File: config.mk
export PLATFORM = sky130hd
export DESIGN_NAME = flash_sect_guard
export DESIGN_NICKNAME = d
export VERILOG_FILES = /design/src/rtl/flash_sect_guard.sv
export SDC_FILE = /design/constraint.sdc
export NUM_CORES = 1
export LEC_CHECK = 0
export BUFFER_PORTS_ARGS = -buffer_cell sky130_fd_sc_hd__buf_2
export CAP_MARGIN = 25
export CORE_UTILIZATION = 26
export CTS_CLUSTER_SIZE = 10
export DETAILED_ROUTE_END_ITERATION = 12
export GPL_ROUTABILITY_DRIVEN = 0
export MAX_ROUTING_LAYER = met4
export PLACE_DENSITY = 0.83
export SYNTH_ARGS = -nofsm -noshare
export SYNTH_HDL_FRONTEND = slang
export SYNTH_SLANG_ARGS = --single-unit
File: constraint.sdc
create_clock -name clk -period 1.8 [get_ports clk]
set_input_delay 0.36 -clock clk [delete_from_list [all_inputs] [get_ports clk]]
set_output_delay 0.36 -clock clk [all_outputs]
set_load 0.01 [all_outputs]
File: src/rtl/flash_sect_guard.sv
module flash_sect_guard #(
  parameter int            NSECT   = 4,
  parameter int            AW      = 12,
  parameter int            DW      = 32,
  parameter logic [AW-1:0] REG_OFS = 12'h0B0,
  localparam int           SW      = (NSECT > 1) ? $clog2(NSECT) : 1
) (
  input  logic             clk,
  input  logic             rst_n,
  input  logic             bus_sel,
  input  logic             bus_wr,
  input  logic [AW-1:0]    bus_addr,
  input  logic [DW-1:0]    bus_wdata,
  output logic [DW-1:0]    bus_rdata,
  input  logic             pgm_idle,
  input  logic             burst_idle,
  input  logic             erase_idle,
  input  logic [NSECT-1:0] secure_mask,
  input  logic             req_valid,
  input  logic             req_erase,
  input  logic [SW-1:0]    req_sector,
  output logic             start_pgm,
  output logic             start_erase,
  output logic             req_reject,
  output logic             wr_ignored
);

  logic [NSECT-1:0] prot_q;
  logic [NSECT-1:0] eff;
  logic             hit, wr_hit, all_idle, blocked;

  assign hit      = bus_sel && (bus_addr == REG_OFS);
  assign wr_hit   = hit && bus_wr;
  assign all_idle = pgm_idle && burst_idle && erase_idle;
  assign eff      = prot_q | secure_mask;

  always_ff @(posedge clk or negedge rst_n)
    if (!rst_n)                  prot_q <= '1;
    else if (wr_hit && all_idle) prot_q <= bus_wdata[NSECT-1:0];

  assign bus_rdata   = hit ? {{(DW-NSECT){1'b0}}, eff} : '0;
  assign wr_ignored  = wr_hit && !all_idle;
  assign blocked     = eff[req_sector];
  assign req_reject  = req_valid && blocked;
  assign start_pgm   = req_valid && !blocked && !req_erase;
  assign start_erase = req_valid && !blocked && req_erase;


  write_take_chk: assert property (@(posedge clk) disable iff (!rst_n)
    (wr_hit && all_idle) |=> (prot_q == $past(bus_wdata[NSECT-1:0])));


  write_lock_chk: assert property (@(posedge clk) disable iff (!rst_n)
    (bus_sel && bus_wr && !all_idle) |=> $stable(prot_q));


  reserved_zero_chk: assert property (@(posedge clk) disable iff (!rst_n)
    bus_rdata[DW-1:NSECT] == '0);


  secure_read_chk: assert property (@(posedge clk) disable iff (!rst_n)
    hit |-> ((bus_rdata[NSECT-1:0] & secure_mask) == secure_mask));


  one_outcome_chk: assert property (@(posedge clk) disable iff (!rst_n)
    req_valid |-> ($countones({start_pgm, start_erase, req_reject}) == 1));


  no_req_quiet_chk: assert property (@(posedge clk) disable iff (!rst_n)
    !req_valid |-> !(start_pgm || start_erase || req_reject));


  other_offset_chk: assert property (@(posedge clk) disable iff (!rst_n)
    (bus_addr != REG_OFS) |-> (bus_rdata == '0 && !wr_ignored));

endmodule

==> results of run 1 <==
cell type report:
class	count	area [sq um]	area share, %
tap	25	31.3	4.75
inverter	1	3.75	0.570
timing repair buffer	38	190	28.9
multi-input combinational	54	305	46.4
sequential	4	105	16.0
clock buffer	3	22.5	3.42
how the worst max path moves through the flow:
stage	slack, ns	to
final	-0.14	start_erase
after global routing	-0.20	start_erase
after CTS	-0.15	start_erase
after detailed placement	0.02	prot_q[2]
after global placement	0.06	prot_q[3]
after floorplan	0.20	start_erase
cells by family (layout without fill, tap and decap cells):
| group | after synthesis | in the layout | synth area share (%) |
|---|---|---|---|
| buffers and inverters | 29 | 42 | 41.5 |
| AND/OR/NAND/NOR | 21 | 21 | 24.3 |
| multiplexers | 5 | 5 | 13.1 |
| flip-flops | 4 | 4 | 20.4 |
| other | 1 | 28 | 0.727 |
per-layer routing:
metal,up-vias,part of all wire [%],wire (um),GRT usage (%)
met2,40,58,573,21.7
met4,0,3.5,35,10.6
met3,4,9.4,93,1.18
li1,219,-,-,-
met5,-,0,0,-
met1,194,29,284,9.46
power by group:
group | leakage (nW) | switching [mW] | internal, mW
clock network | 0.0138 | 0.0379 | 0.0746
logic | 0.345 | 0.0502 | 0.0357
registers | 0.0412 | 0.0000241 | 0.0909
per-stage QoR:
stage	setup TNS (ns)	utilization (%)
after floorplan	0	-
after global placement	0	35.2
after detailed placement	0	35.2
after CTS	-0.359	36.8
after global routing	-0.555	36.9
final	-0.333	36.9
what timing repair did:
action	4_1_cts	5_1_grt
buffers inserted	0	0
pin swaps	2	0
gates resized for setup	2	1
endpoints found under the hold margin	0	0
endpoints found under the setup margin	3	3
placed cells by master, fill, tap and decap left out:
| cell | n |
|---|---|
| clkbuf_4 | 3 |
| and4b_1 | 1 |
| mux2_2 | 4 |
| buf_2 | 38 |
| inv_1 | 1 |
| nor3b_1 | 1 |
| nand3_1 | 1 |
| dfstp_2 | 4 |
| mux4_2 | 1 |
| nor3_4 | 1 |
| nor2b_1 | 1 |
| nor2_2 | 3 |
| nor4_2 | 1 |
| and3_1 | 1 |
| nand4_2 | 1 |
| nand2_1 | 2 |
| nor2_1 | 8 |
| conb_1 | 28 |
==> out/summary.txt, run 1 <==
Final min period - 1.94 ns
Pins Over Slew Limit - 0
Layout cell share with drive strength beyond 1 - 56.0%
Row Count - 15
Final ANT Viol Nets - 0
Share of the synthesized area in the top cell type - 40.8%
Hold bufs inserted after CTS - 0
Crit-path cells - nor2_2 -> mux4_2 -> and3_1 -> buf_2
Pin count of the biggest net entering global routing - 7
Seq cells post-synth - 4
CP Capture Type - output pin
Number of flops mapped to enable cells by yosys - 0
Largest registers - prot_q: 4 flops
Outcome - finished with violations
FFs w/ async S/R, synth - 100%
Initial antenna violation count - 0
Die X - 46.5 um
Final worst slack - -0.143 ns
Worst slack, placed - 0.0195 ns
Die area - 2160 sq um
RSZ-0062 raised after global routing - true
Top cell family by delay on the critical path - flip-flops
Hold WS - 0.0923 ns
Count of endpoints failing setup in the final report - 3
Global-route wire length before repair - 1580 um
FF-to-FF setup slack - 1.06 ns
VDD IR max - 0.519 mV
HP Class - input pin to async pin
Post-route cell area - 658 sq um
Count leader, synth - buf_4
Placeable core area - 1780 sq um
TritonCTS clock tree - built
Ys Warns - 0
Total grt overflow - 0
Initial Util - 28.9%
Routed len/inst - 7.89 um
Design Power - 0.289 mW
Mapped Area - 515 sq um
Root Buffer - clkbuf_4
Detailed Route WL - 986 um
Most flops, register - prot_q
DP Area - 628 sq um
Critical Path AT - 1.58 ns
Layout Cells excl Fill - 125
Max FFs per register - 4
Post-synth top area cell - buf_4
Post-Synthesis Cells - 60
Final period utilization - 108%
Dpl cells - 122
DRT Pass-1 Iters - 2
I/O Buffers - 38
CP Depth - 4
Clock Latency Late Sink - 0.24 ns
P&R area growth vs syn - 27.7%
Worst setup SP type - flop
# IOs - 95
DR vias/cell - 3.66
Largest stage delay on the critical path - 0.54 ns
Top post-synthesis cells by count - 28 x buf_4, 11 x nor2_1, 4 x dfstp_2, 4 x mux2_2, 2 x nand2_1
DR vias - 457
CP max FO - 3
Final Hold Vio Count - 0
Max_cap viols - 0
Nets@finish - 161
Number of global-route vias before repair - 384
Crit path from - prot_q[3]
Power density cells - 440 nW/um^2
Crit Reg-Reg Startpoint - prot_q[2]
TritonCTS buffer count - 3
Clk_skew - 0 ns
Worst reg2reg endpoint - prot_q[2]
Residual DRC - 0
Post-synth top flop - dfstp_2
Worst r2r path cells - 1
Failing checks - negative setup slack
Post-synthesis cell type count - 16
CP bufs+invs - 1
Kind of critical path - flop to output pin
Initial detailed-routing violation count - 2
WP data required - 1.44 ns
Mapped Avg Cell Area - 8.59 sq um
Detailed Place HPWL - 905 um
Antenna cells - 0
Clk slew on worst S/H paths - 0.04 ns
Seq/Total Area, Yosys - 20.4%
Gr usage total - 11.5%
P_leak - 0.400 nW
Synth area leaders - buf_4 41%, dfstp_2 20%, mux2_2 8.7%
Bufs on Longest Clock Path - 2
H-tree depth - 1
Sink Count - 4
DIE HEIGHT - 46.5 um
F_max - 515 MHz
Crit-path slowest cell - dfstp_2
Fillcell total - 186
Power figures use the tool's default switching activity.
==> run 2: changes to the inputs <==
--- a/config.mk
+++ b/config.mk
@@ -5,9 +5,10 @@
 export SDC_FILE = /design/constraint.sdc
 export NUM_CORES = 1
 export LEC_CHECK = 0
+export ABC_AREA = 1
 export BUFFER_PORTS_ARGS = -buffer_cell sky130_fd_sc_hd__buf_2
 export CAP_MARGIN = 25
-export CORE_UTILIZATION = 26
+export CORE_UTILIZATION = 28
 export CTS_CLUSTER_SIZE = 10
 export DETAILED_ROUTE_END_ITERATION = 12
 export GPL_ROUTABILITY_DRIVEN = 0
==> out/summary.txt, run 2 <==
DIE HEIGHT - 47.7 um (+2.5%)
Kind of critical path - flop to output pin
Worst r2r path cells - 2 (+1)
Placeable core area - 1960 sq um (+10%)
Gates resized, CTS repair - 0 (-2)
Most common cell after layout, fill and taps aside - buf_2
Global-route wire length before repair - 1500 um (-4.8%)
P_leak - 0.471 nW (+18%)
Setup Fix Bufs, Post-CTS - 0 (unchanged)
Top Layer Used - met3
Number of global-route vias before repair - 418 (+8.9%)
Area of the multi-input gates - 322 sq um (+5.3%)
RSZ-0062 raised after global routing - false
Row Count - 16 (+1)
Reg area - 105 sq um (unchanged)
Seq/Total Area, Yosys - 18.0% (-2.4 points)
H-tree depth - 1 (unchanged)
Bufs on Longest Clock Path - 2 (unchanged)
Final worst slack - 0.137 ns (+0.280 ns)
Number of flops mapped to enable cells by yosys - 0 (unchanged)
Seq cells post-synth - 4 (unchanged)
TritonCTS buffer count - 3 (unchanged)
Max FFs per register - 4 (unchanged)
Initial Util - 29.8% (+0.87 points)
DR vias/cell - 3.68 (+0.64%)
DR vias - 574 (+26%)
Post-synth top area cell - buf_4
Pins Over Slew Limit - 0 (unchanged)
Outcome - completed
Largest registers - prot_q: 4 flops
Gr usage total - 9.47% (-2.0 points)
Hold bufs inserted after CTS - 0 (unchanged)
Max_cap viols - 0 (unchanged)
Die X - 47.7 um (+2.5%)
Layout cell share with drive strength beyond 1 - 40.3% (-16 points)
Count of endpoints failing setup in the final report - 0 (-3)
Clk slew on worst S/H paths - 0.04 ns (about the same)
Routed len/inst - 6.40 um (-19%)
FFs w/ async S/R, synth - 100% (unchanged)
Count leader, synth - buf_4
Clk_skew - 0 ns (unchanged)
Initial detailed-routing violation count - 7 (+5)
Fillcell total - 232 (+25%)
Final min period - 1.66 ns (-0.280 ns)
Mapped Avg Cell Area - 6.49 sq um (-24%)
Initial antenna violation count - 0 (unchanged)
Antenna cells - 0 (unchanged)
Post-synthesis cell type count - 18 (+2)
Final Hold Vio Count - 0 (unchanged)
# IOs - 95 (unchanged)
Total grt overflow - 0 (unchanged)
Detailed Place HPWL - 908 um (+0.39%)
DRT Pass-1 Iters - 2 (unchanged)
Worst slack, placed - 0.263 ns (+0.244 ns)
Nets@finish - 190 (+18%)
FF-to-FF setup slack - 1.09 ns (+0.03 ns)
HP Class - input pin to async pin
CP max FO - 2 (-1)
Worst reg2reg endpoint - prot_q[2]
Clock Latency Late Sink - 0.23 ns (about the same)
Sink Count - 4 (unchanged)
F_max - 601 MHz (+17%)
Most frequent cells in the layout - 38 x buf_2, 28 x conb_1, 18 x nor2_1
Die area - 2270 sq um (+5.0%)
TritonCTS clock tree - built
Power density cells - 405 nW/um^2 (-7.8%)
I/O Buffers - 38 (unchanged)
Share of the synthesized area in the top cell type - 37.3% (-3.5 points)
Metal3 WL - 97 um (+4.3%)
Mapped Area - 584 sq um (+13%)
Residual DRC - 0 (unchanged)
Critical Path AT - 1.30 ns (-0.28 ns)
Synth area leaders - buf_4 37%, dfstp_2 18%, nor2_1 12%
Most flops, register - prot_q
VDD IR max - 0.303 mV (-42%)
Final period utilization - 92.4% (-16 points)
WP data required - 1.44 ns (about the same)
Fin Setup TNS - 0 ns (+0.333 ns)
Top post-synthesis cells by count - 29 x buf_4, 18 x nor2_1, 13 x nand2_1
Final ANT Viol Nets - 0 (unchanged)
Worst setup SP type - flop
Crit Reg-Reg Startpoint - prot_q[2]
Post-Synthesis Cells - 90 (+50%)
Root Buffer - clkbuf_4
Pin count of the biggest net entering global routing - 7 (unchanged)
Detailed Route WL - 999 um (+1.3%)
P&R area growth vs syn - 22.3%
M1 wire length - 380 um (+34%)
Ys Warns - 0 (unchanged)
Wire length on met2 - 521 um (-9.1%)
Post-synth top flop - dfstp_2
CP Capture Type - output pin
run 2: kinds of logic after synthesis:
| family | share of synthesized area (%) |
|---|---|
| simple gates | 34.0 |
| buf+inv | 44.3 |
| flops | 18.0 |
| compound gates | 3.00 |
| other cells | 0.642 |
run 2: through the flow:
| step | total power [mW] | std cells | hold slack [ns] | util [%] | cell area (sq um) |
|---|---|---|---|---|---|
| after floorplan | 0.187 | 117 | 0.212 | - | 686 |
| after global placement | 0.180 | 153 | 0.349 | 35.3 | 692 |
| after detailed placement | 0.181 | 153 | 0.352 | 35.3 | 692 |
| after CTS | 0.295 | 156 | 0.104 | 36.4 | 714 |
| after global routing | 0.321 | 156 | 0.107 | 36.4 | 714 |
| final | 0.290 | 156 | 0.104 | 36.4 | 714 |
run 2: metal layers:
metal	track usage [%]	up-vias
li1	-	297
met1	11.1	243
met2	15.7	34
met3	1.13	0
met4	5.00	0
met5	-	-
run 2: critical path, cell delays in order (launching register included):
cell and delay (ns):
dfstp_2 0.52, nor2_1 0.05, nor2_1 0.08, nor2_1 0.04
o21ai_1 0.06, nand2_1 0.08, nand2_1 0.08, nor2_1 0.04
buf_2 0.13
run 2: worst max-delay path by stage:
stage	endpoint	startpoint	cells after the start	slack, ns
after detailed placement	bus_rdata[0]	bus_addr[11]	9	0.26
after floorplan	wr_ignored	bus_addr[3]	5	0.48
after CTS	start_erase	prot_q[1]	8	0.12
after global placement	bus_rdata[3]	bus_addr[11]	9	0.26
final	start_erase	prot_q[1]	8	0.14
after global routing	start_erase	prot_q[1]	8	0.003
run 2: cell type report:
type / count / area share, %
Clock buffer: 3 / 3.15
Sequential cell: 4 / 14.7
Inverter: 11 / 5.78
Multi-Input combinational cell: 73 / 45.0
Timing Repair Buffer: 38 / 26.6
Tap cell: 27 / 4.73
run 2: where the power goes:
part	leakage (nW)	switching (mW)	internal, mW
Sequential	0.0412	0.0000194	0.0908
Combinational	0.416	0.0557	0.0339
Clock	0.0138	0.0346	0.0745
==> run 3: changes to the inputs <==
--- a/config.mk
+++ b/config.mk
@@ -8,6 +8,7 @@
 export ABC_AREA = 1
 export BUFFER_PORTS_ARGS = -buffer_cell sky130_fd_sc_hd__buf_2
 export CAP_MARGIN = 25
+export CORE_MARGIN = 1.5
 export CORE_UTILIZATION = 28
 export CTS_CLUSTER_SIZE = 10
 export DETAILED_ROUTE_END_ITERATION = 12
==> out/summary.txt, run 3 (synthesis results as in run 2) <==
Outcome - completed
Antenna cells - 0 (unchanged)
Number of global-route vias before repair - 490 (+17%)
Total grt overflow - 0 (unchanged)
Placeable core area - 1960 sq um (unchanged)
CP Capture Type - output pin
Max_cap viols - 0 (unchanged)
Global-route wire length before repair - 1870 um (+24%)
Fin Setup TNS - 0 ns (unchanged)
Bufs on Longest Clock Path - 2 (unchanged)
TritonCTS buffer count - 3 (unchanged)
F_max - 596 MHz (-0.92%)
Layout Cells excl Fill - 156 (unchanged)
Die area - 2370 sq um (+4.2%)
RSZ-0062 raised after global routing - true
Final min period - 1.68 ns (+0.0154 ns)
DR vias/cell - 3.69 (+0.35%)
I/O Buffers - 38 (unchanged)
HP Class - input pin to async pin
TritonCTS clock tree - built
Layout cell share with drive strength beyond 1 - 41.9% (+1.6 points)
Pin count of the biggest net entering global routing - 7 (unchanged)
Worst slack, placed - 0.247 ns (-0.0167 ns)
Detailed Route WL - 1140 um (+14%)
Clock Latency Late Sink - 0.24 ns (about the same)
Row Count - 16 (unchanged)
Residual DRC - 0 (unchanged)
Post-layout util - 36.7% (+0.26 points)
Routed len/inst - 7.29 um (+14%)
DIE HEIGHT - 48.7 um (+2.1%)
Clk_skew - 0 ns (unchanged)
Final period utilization - 93.2% (+0.85 points)
Nets@finish - 190 (unchanged)
Die X - 48.7 um (+2.1%)
P&R area growth vs syn - 23.1%
Critical Path AT - 1.32 ns (+0.02 ns)
Count of endpoints failing setup in the final report - 0 (unchanged)
CP max FO - 2 (unchanged)
Initial Util - 29.8% (unchanged)
Detailed Place HPWL - 1020 um (+13%)
Power density cells - 411 nW/um^2 (+1.4%)
Setup Fix Bufs, Post-CTS - 0 (unchanged)
Root Buffer - clkbuf_4
Dpl cells - 153 (unchanged)
Sink Count - 4 (unchanged)
DR vias - 576 (+0.35%)
Final worst slack - 0.122 ns (-0.0154 ns)
H-tree depth - 1 (unchanged)
Max FFs per register - 4 (unchanged)
Worst setup SP type - flop
Final ANT Viol Nets - 0 (unchanged)
VDD IR max - 0.219 mV (-28%)
# IOs - 95 (unchanged)
Clk slew on worst S/H paths - 0.04 ns (about the same)
Most flops, register - prot_q
Kind of critical path - flop to output pin
Most common cell after layout, fill and taps aside - buf_2
P_leak - 0.471 nW (+0.12%)
Initial detailed-routing violation count - 6 (-1)
DRT Pass-1 Iters - 4 (+2)
Design Power - 0.296 mW (+2.1%)
Final Hold Vio Count - 0 (unchanged)
Initial antenna violation count - 0 (unchanged)
WP data required - 1.44 ns (about the same)
Gr usage total - 10.6% (+1.1 points)
Pins Over Slew Limit - 0 (unchanged)
Largest registers - prot_q: 4 flops
Most frequent cells in the layout - 38 x buf_2, 28 x conb_1, 17 x nor2_1
Fillcell total - 226 (-2.6%)
[run 3: cell counts in the layout (fill, tap and decap cells not counted)]
Identical to the previous run, type by type.
[run 3: where the power goes]
group / total, mW / switching, mW / internal, mW / leakage (nW)
sequential: 0.0909 / 0.0000227 / 0.0909 / 0.0412
clock: 0.114 / 0.0390 / 0.0747 / 0.0138
combinational: 0.0910 / 0.0565 / 0.0346 / 0.416
total: 0.296 / 0.0955 / 0.200 / 0.471
[run 3: area by class of cell]
cell class / count / area [sq um] / share of cell area [%]
well taps: 27 / 33.8 / 4.70
inverters: 11 / 41.3 / 5.74
repair buffers: 38 / 190 / 26.4
multi-input cells: 73 / 327 / 45.4
clock buffers: 3 / 22.5 / 3.13
flip-flops and latches: 4 / 105 / 14.6
[run 3: metrics by stage]
step	hold WS [ns]	instance area (sq um)
final	0.0954	719
after global routing	0.100	719
after CTS	0.0955	714
after detailed placement	0.350	692
after global placement	0.342	692
after floorplan	0.212	686
[run 3: worst paths after layout]
kind / slack, ns / depth (start not counted) / end / startpoint
setup / recovery: 0.12 / 8 / start_erase / prot_q[1]
hold / removal: 0.1 / 1 / prot_q[1] / rst_n
setup reg to reg: 1.07 / 2 / prot_q[2] / prot_q[2]
hold reg to reg: 0.47 / 2 / prot_q[1] / prot_q[1]
max in group asynchronous: 1.68 / 1 / prot_q[2] / rst_n
min in group clk: 0.35 / 3 / prot_q[0] / bus_wdata[0]
[run 3: timing repair]
action | 4_1_cts | 5_1_grt
endpoints found under the setup margin | 0 | 2
gates resized for setup | 0 | 2
hold buffers | 0 | 0
endpoints found under the hold margin | 0 | 0
[run 3: critical path, stage by stage (launching register included)]
cell and delay (ns):
dfstp_2 0.53, nor2_2 0.04, nor2_1 0.07, nor2_1 0.04
o21ai_1 0.06, nand2_1 0.09, nand2_2 0.07, nor2_1 0.04
buf_2 0.13
[run 3: layer usage]
layer,wire [um],up-vias,track usage (%)
met5,0,-,-
met4,21,0,5.71
met3,111,3,3.09
met2,598,38,19.4
met1,405,238,9.71
li1,-,297,-
